### config.mk
export PLATFORM = sky130hd
export DESIGN_NAME = conv_trigger_ctrl
export DESIGN_NICKNAME = d
export VERILOG_FILES = /design/src/rtl/conv_trig_pkg.sv /design/src/rtl/trig_edge_sync.sv /design/src/rtl/conv_len_counter.sv /design/src/rtl/conv_seq_fsm.sv /design/src/rtl/conv_trigger_ctrl.sv
export SDC_FILE = /design/constraint.sdc
export NUM_CORES = 1
export LEC_CHECK = 0
export ABC_AREA = 1
export BUFFER_PORTS_ARGS = -buffer_cell sky130_fd_sc_hd__buf_2
export CELL_PAD_IN_SITES_DETAIL_PLACEMENT = 0
export CELL_PAD_IN_SITES_GLOBAL_PLACEMENT = 1
export CORE_MARGIN = 5
export CORE_UTILIZATION = 34
export DETAILED_ROUTE_END_ITERATION = 10
export GPL_ROUTABILITY_DRIVEN = 0
export PLACE_DENSITY = 0.75
export SLEW_MARGIN = 0
export SYNTH_ARGS = -nofsm -noshare
export SYNTH_HDL_FRONTEND = slang
export SYNTH_HIERARCHICAL = 1
export SYNTH_SLANG_ARGS = --single-unit
export TNS_END_PERCENT = 50
### constraint.sdc
create_clock -name clk -period 1.3 [get_ports clk]
set_input_delay 0.065 -clock clk [delete_from_list [all_inputs] [get_ports clk]]
set_output_delay 0.065 -clock clk [all_outputs]
set_load 0.005 [all_outputs]
### src/rtl/conv_trig_pkg.sv
package conv_trig_pkg;
    typedef enum logic [1:0] {
        SEQ_IDLE    = 2'd0,
        SEQ_CONVERT = 2'd1,
        SEQ_WRAP    = 2'd2
    } seq_state_t;
endpackage

### src/rtl/trig_edge_sync.sv
module trig_edge_sync #(
    parameter int SYNC_STAGES = 2
) (
    input  logic clk,
    input  logic rst_n,
    input  logic async_in,
    output logic rise
);
    localparam int CHAIN = SYNC_STAGES + 1;

    logic [CHAIN-1:0] chain_q;

    always_ff @(posedge clk or negedge rst_n) begin
        if (!rst_n) chain_q[0] <= 1'b0;
        else        chain_q[0] <= async_in;
    end

    for (genvar i = 1; i < CHAIN; i++) begin : g_stage
        always_ff @(posedge clk or negedge rst_n) begin
            if (!rst_n) chain_q[i] <= 1'b0;
            else        chain_q[i] <= chain_q[i-1];
        end
    end

    // newest synchronized sample high, one older sample low
    assign rise = chain_q[SYNC_STAGES-1] & ~chain_q[SYNC_STAGES];
endmodule

### src/rtl/conv_len_counter.sv
module conv_len_counter #(
    parameter int LEN_8B  = 17,
    parameter int LEN_10B = 20,
    parameter int LEN_12B = 23
) (
    input  logic       clk,
    input  logic       rst_n,
    input  logic       load,
    input  logic [1:0] res_sel,
    input  logic       tick,
    output logic       last
);
    localparam int MAX_A = (LEN_8B > LEN_10B) ? LEN_8B : LEN_10B;
    localparam int MAX_L = (MAX_A > LEN_12B) ? MAX_A : LEN_12B;
    localparam int CNT_W = $clog2(MAX_L + 1);

    logic [CNT_W-1:0] cnt_q;
    logic [CNT_W-1:0] load_val;

    always_comb begin
        unique case (res_sel)
            2'b00:   load_val = CNT_W'(LEN_8B);
            2'b01:   load_val = CNT_W'(LEN_10B);
            default: load_val = CNT_W'(LEN_12B);
        endcase
    end

    always_ff @(posedge clk or negedge rst_n) begin
        if (!rst_n)             cnt_q <= '0;
        else if (load)          cnt_q <= load_val;
        else if (tick && !last) cnt_q <= cnt_q - 1'b1;
    end

    assign last = tick && (cnt_q == CNT_W'(1));
endmodule

### src/rtl/conv_seq_fsm.sv
module conv_seq_fsm
    import conv_trig_pkg::*;
(
    input  logic clk,
    input  logic rst_n,
    input  logic go,
    input  logic cont_mode,
    input  logic last,
    output logic load,
    output logic active,
    output logic busy,
    output logic start_q,
    output logic done_q
);
    seq_state_t state_q, state_d;

    always_ff @(posedge clk or negedge rst_n) begin
        if (!rst_n) state_q <= SEQ_IDLE;
        else        state_q <= state_d;
    end

    always_comb begin
        state_d = state_q;
        load    = 1'b0;
        unique case (state_q)
            SEQ_IDLE: begin
                if (go) begin
                    state_d = SEQ_CONVERT;
                    load    = 1'b1;
                end
            end
            SEQ_CONVERT: begin
                if (last) state_d = SEQ_WRAP;
            end
            SEQ_WRAP: begin
                if (cont_mode) begin
                    state_d = SEQ_CONVERT;
                    load    = 1'b1;
                end else begin
                    state_d = SEQ_IDLE;
                end
            end
            default: state_d = SEQ_IDLE;
        endcase
    end

    always_ff @(posedge clk or negedge rst_n) begin
        if (!rst_n) begin
            start_q <= 1'b0;
            done_q  <= 1'b0;
        end else begin
            start_q <= load;
            done_q  <= last;
        end
    end

    assign active = (state_q == SEQ_CONVERT);
    assign busy   = (state_q != SEQ_IDLE);
endmodule

### src/rtl/conv_trigger_ctrl.sv
module conv_trigger_ctrl #(
    parameter int SYNC_STAGES = 2,
    parameter int LEN_8B      = 17,
    parameter int LEN_10B     = 20,
    parameter int LEN_12B     = 23
) (
    input  logic       clk,
    input  logic       rst_n,
    input  logic       hw_trig_en,
    input  logic       hw_trig_in,
    input  logic       sw_start,
    input  logic       cont_mode,
    input  logic [1:0] res_sel,
    input  logic       conv_clk_en,
    output logic       busy,
    output logic       conv_start,
    output logic       conv_done
);
    logic hw_rise;
    logic go;
    logic load;
    logic active;
    logic last;

    trig_edge_sync #(.SYNC_STAGES(SYNC_STAGES)) u_sync (
        .clk      (clk),
        .rst_n    (rst_n),
        .async_in (hw_trig_in),
        .rise     (hw_rise)
    );

    assign go = hw_trig_en ? hw_rise : sw_start;

    conv_len_counter #(
        .LEN_8B  (LEN_8B),
        .LEN_10B (LEN_10B),
        .LEN_12B (LEN_12B)
    ) u_cnt (
        .clk     (clk),
        .rst_n   (rst_n),
        .load    (load),
        .res_sel (res_sel),
        .tick    (active & conv_clk_en),
        .last    (last)
    );

    conv_seq_fsm u_fsm (
        .clk       (clk),
        .rst_n     (rst_n),
        .go        (go),
        .cont_mode (cont_mode),
        .last      (last),
        .load      (load),
        .active    (active),
        .busy      (busy),
        .start_q   (conv_start),
        .done_q    (conv_done)
    );
endmodule

==> results of run 1 <==
-- layer usage --
metal / routed length [um] / global-route usage (%) / vias to the layer above / part of all wire, %
met4: 34 / 7.66 / 0 / 2.8
met3: 81 / 4.99 / 4 / 6.7
met2: 566 / 14.3 / 11 / 47
met1: 527 / 11.3 / 233 / 44
met5: 0 / 0 / - / 0
li1: - / - / 283 / -
-- logic make-up after synthesis --
| logic type | share of synthesized area (%) |
|---|---|
| AOI/OAI and AO/OA | 8.74 |
| DFF | 46.6 |
| adders and majority gates | 3.88 |
| and+or+nand+nor | 30.9 |
| buffers and inverters | 9.90 |
-- Yosys cell counts --
cell type,count
nand2_4,2
o21ai_2,3
dfrtp_1,12
a21oi_1,1
inv_1,16
nor2_2,3
nand2_2,1
nor2_1,4
nand3_1,7
ha_1,2
o21ai_1,1
inv_2,1
nand3_2,3
o21ai_0,4
nand2_1,19
-- registers in the layout, summed over array words and instances, names as in the netlist --
signal and count:
u_sync/chain_q 3, u_fsm/done_q 1, u_cnt/cnt_q 5, u_fsm/start_q 1, u_fsm/state_q 2
-- power by group --
| group | switching (mW) | internal, mW | leakage [nW] |
|---|---|---|---|
| combinational | 0.443 | 0.329 | 0.277 |
| clock | 0.122 | 0.107 | 0.0138 |
| sequential | 0.0990 | 0.484 | 0.149 |
-- layout make-up --
type | instances | area, um2
tap | 25 | 31.3
sequential | 12 | 300
inverter | 17 | 68.8
multi-input combinational | 50 | 303
clock buffer | 3 | 22.5
timing repair buffer | 16 | 97.6
fill | 194 | 941
-- metrics by stage --
stage	utilization (%)	hold WS (ns)	cell area [um2]	setup WS, ns
2_1_floorplan	-	-0.231	644	0.0694
3_3_place_gp	42.7	-0.0414	753	-0.00319
3_5_place_dp	42.7	-0.0381	753	-0.0202
4_1_cts	45.2	0.0607	798	0.00370
5_1_grt	46.7	0.105	823	-0.0272
6_report	46.7	0.0952	823	0.0709
-- worst max-delay path, cell delays in order (launching register included) --
cell	delay (ns)
dfrtp_1	0.42
inv_1	0.10
nand2_1	0.06
inv_1	0.05
nand2_1	0.06
inv_2	0.07
inv_1	0.05
nor2_2	0.11
inv_1	0.07
nand3_2	0.07
nand3_2	0.05
-- worst max-delay path by stage --
stage	end	from	slack [ns]
floorplan	u_cnt/cnt_q[2]$_DFFE_PN0P_	u_sync/chain_q[1]$_DFF_PN0_	0.07
global placement	u_cnt/cnt_q[2]$_DFFE_PN0P_	u_sync/chain_q[1]$_DFF_PN0_	-0.003
detailed placement	u_cnt/cnt_q[2]$_DFFE_PN0P_	u_sync/chain_q[1]$_DFF_PN0_	-0.02
CTS	u_fsm/state_q[0]$_DFFE_PN0P_	u_fsm/state_q[1]$_DFFE_PN0P_	0.004
global route	u_fsm/state_q[0]$_DFFE_PN0P_	u_fsm/state_q[1]$_DFFE_PN0P_	-0.03
finish	u_fsm/state_q[0]$_DFFE_PN0P_	u_fsm/state_q[1]$_DFFE_PN0P_	0.07
-- what timing repair did --
action,4_1_cts,5_1_grt
setup buffers,0,0
resized for setup,1,11
endpoints found under the hold margin,13,0
hold buffers,2,0
setup endpoints to repair,1,6
==> flow_summary.toml, run 1 <==
[outcome]
status = "complete, no violations"

[global_route]
grt_pass1_wl_um = 1910
grt_pass1_vias = 467
grt_max_degree = 13
grt_overflow_total = 0
grt_use_total_pct = 10.0
antenna_found_initial = 0

[floorplanning]
num_rows = 15
dieWidth_um = 53.5
pin_count = 12
fp.coreArea_um2 = 1760
die_h_um = 53.5
design.die.area_um2 = 2870
start_util_pct = 36.5

[route]
totalWireLength_um = 1210
vias = 531
ant_nets = 0
drc = 0
vias_per_cell = 4.32
drt_iter0_drc = 6
wl_per_cell_um = 9.84
dr.pass1.iters = 6

[yosys]
yosysTopAreaCell = "dfrtp_1"
syn_nets = 90
synth_area_um2 = 644
ys_seq_area_share_pct = 46.6
yosysWarningCount = 6
avgSynthCellArea_um2 = 8.16
synth_cell_type_count = 15
ys_ff_latch = 12
synthCells = 79
synth.area.top_cells = "dfrtp_1, nand2_1, inv_1"
yosys.area.top_type_share_pct = 46.6

[cts]
cts_tree = "done"
clk_path_buf_depth = 2
clk_root_buffer_cell = "clkbuf_4"
path_clk_slew_ns = 0.08
cts.htree.levels = 1
cts_buffers = 3
cts.sinks = 12
clkLatencyLatePin_ns = 0.28

[worst_setup_path]
cp_max_fo = 3
reg2regPathDepth = 10
required_ns = 1.48
end_kind = "flip-flop"
reg2reg_to = "u_fsm/state_q[0]$_DFFE_PN0P_"
cp.arrival_ns = 1.40
ff2ff_setup_slack_ns = 0.07
criticalPathCategory = "reg2reg"
startpoint_type = "flip-flop"
r2r_start = "u_fsm/state_q[1]$_DFFE_PN0P_"

[pwr]
leakage_nw = 0.440
vdd_drop_max_mv = 0.846
finalPower_mw = 1.58
p_per_area_nw_per_um2 = 1920

[min_path]
holdPathEnd = "u_fsm/state_q[0]$_DFFE_PN0P_"
worst_hold_path.num_cells = 3
min_path_type = "in2reg"
min-delay-start = "cont_mode"

[sta]
rsz0062_at_grt = "true"
tns_ns = 0
drv_slew = 0
fmax_ghz = 0.814
period_minus_slack_ns = 1.23
tightest_slew_ns = 0.276
timing.final.hold_violations = 0
fin_skew_ns = 0.0114
timing.final.setup_violations = 0
slew_headroom_pct = 81.6
fin_crit_sh_pct = 94.5

[cells_and_area]
nNetsFinal = 111
mostFrequentLayoutCell = "nand2_1"
antenna_cells = 0
area_growth_pct = 27.8
stdcell_count = 123
drive_above_1_share_pct = 37.8
mostFrequentLayoutCells = "nand2_1, inv_1, dfrtp_1"

[placed_design]
port_buffers = 11
placed_cells = 118
hpwl_um = 917

[run]
cap_violations = 0
No activity file was read; power rests on OpenSTA's default activity.
==> run 2: changes to the inputs <==
--- a/config.mk
+++ b/config.mk
@@ -13,6 +13,7 @@
 export CORE_UTILIZATION = 34
 export DETAILED_ROUTE_END_ITERATION = 10
 export GPL_ROUTABILITY_DRIVEN = 0
+export GPL_TIMING_DRIVEN = 0
 export PLACE_DENSITY = 0.75
 export SLEW_MARGIN = 0
 export SYNTH_ARGS = -nofsm -noshare
==> flow_summary.toml, run 2 (synthesis gave the netlist of run 1 again) <==
[global_route]
grt_overflow_total = 0
grt_max_degree = 13
grt_pass1_vias = 492
antenna_found_initial = 0
grt_use_total_pct = 10.0
grt_pass1_wl_um = 1960

[cells_and_area]
nNetsFinal = 111
largest_register = "u_cnt/cnt_q"
drive_above_1_share_pct = 39.4
antenna_cells = 0
reg_top3 = "u_cnt/cnt_q (5), u_sync/chain_q (3), u_fsm/state_q (2)"
area_growth_pct = 31.5
largest_register_ffs = 5
mostFrequentLayoutCell = "nand2_1"
mostFrequentLayoutCells = "nand2_1, inv_1, dfrtp_1"

[min_path]
min_path_type = "in2reg"
holdPathEnd = "u_fsm/state_q[0]$_DFFE_PN0P_"
min-delay-start = "cont_mode"
worst_hold_path.num_cells = 3

[pwr]
finalPower_mw = 1.68
leakage_nw = 0.447
p_per_area_nw_per_um2 = 1980
vdd_drop_max_mv = 1.09

[worst_setup_path]
ff2ff_setup_slack_ns = 0.06
criticalPathCategory = "reg2reg"
cp_max_fo = 8
r2r_start = "u_fsm/state_q[1]$_DFFE_PN0P_"
cp.arrival_ns = 1.46
startpoint_type = "flip-flop"
end_kind = "flip-flop"
required_ns = 1.52
reg2regPathDepth = 8
critPathLaunch = "u_fsm/state_q[1]$_DFFE_PN0P_"
reg2reg_to = "u_cnt/cnt_q[2]$_DFFE_PN0P_"

[route]
dr.pass1.iters = 4
drt_iter0_drc = 5
ant_nets = 0
vias = 536
drc = 0
totalWireLength_um = 1160
wl_per_cell_um = 9.39
vias_per_cell = 4.32

[floorplanning]
pin_count = 12
die_h_um = 53.5
dieWidth_um = 53.5
fp.coreArea_um2 = 1760
start_util_pct = 36.5
num_rows = 15
design.die.area_um2 = 2870

[cts]
cts.sinks = 12
cts_buffers = 3
clk_path_buf_depth = 2
cts.htree.levels = 1
clkLatencyLatePin_ns = 0.27
cts_tree = "done"
path_clk_slew_ns = 0.07
clk_root_buffer_cell = "clkbuf_4"

[sta]
hold_ws_ns = 0.0988
tightest_slew_ns = 0.265
fin_skew_ns = 0.000421
layout_setup_ws_ns = 0.0582
rsz0062_at_grt = "true"
fin_crit_sh_pct = 95.5
slew_headroom_pct = 82.4
tns_ns = 0
drv_slew = 0
period_minus_slack_ns = 1.24
timing.final.setup_violations = 0
fmax_ghz = 0.805
timing.final.hold_violations = 0

[placed_design]
hpwl_um = 864
port_buffers = 11
pre_cts_slack_ns = -0.0960

[outcome]
status = "complete, no violations"

[run]
cap_violations = 0
[run 2: routing by layer]
metal	up-vias	wire length [um]	global-route usage, %
met1	242	517	11.1
met3	2	75	5.82
met5	-	0	0
li1	280	-	-
met2	12	562	15.1
met4	0	9	5.11
[run 2: what timing repair did]
action,4_1_cts,5_1_grt
pin swaps,0,4
resized for setup,2,14
setup endpoints to repair,5,7
endpoints found under the hold margin,13,0
cloned,0,0
hold buffers,2,0
buffers inserted,0,3
[run 2: cell type report]
cell class	instances	area, um2
fill	192	917
timing repair buffer	16	97.6
inverter	17	68.8
clock buffer	4	36.3
tap	25	31.3
multi-input combinational	50	313
sequential	12	300
[run 2: worst max-delay path, stage by stage (launching register included)]
cell     delay [ns]
dfrtp_1        0.39
buf_4          0.15
nor2_4         0.11
nand2_2        0.09
nand2_4        0.14
inv_6          0.07
o21ai_2        0.12
o21ai_2        0.07
nand2_1        0.05
[run 2: how the worst max path moves through the flow]
stage | to | slack (ns)
floorplan | u_cnt/cnt_q[2]$_DFFE_PN0P_ | 0.07
global placement | u_cnt/cnt_q[2]$_DFFE_PN0P_ | -0.08
detailed placement | u_cnt/cnt_q[2]$_DFFE_PN0P_ | -0.1
CTS | u_cnt/cnt_q[2]$_DFFE_PN0P_ | 0.01
global route | u_cnt/cnt_q[0]$_DFFE_PN0P_ | -0.03
finish | u_cnt/cnt_q[2]$_DFFE_PN0P_ | 0.06
[run 2: power breakdown]
group	switching [mW]	internal (mW)	total [mW]
Sequential	0.102	0.483	0.585
Combinational	0.460	0.338	0.797
Clock	0.126	0.170	0.296
Total	0.687	0.991	1.68
[run 2: per-stage QoR]
step | util [%] | cell area (um2) | cells
6_report | 48.0 | 847 | 124
5_1_grt | 48.0 | 847 | 124
4_1_cts | 44.9 | 792 | 121
3_5_place_dp | 41.4 | 731 | 115
3_3_place_gp | 41.4 | 731 | 115
2_1_floorplan | - | 644 | 79
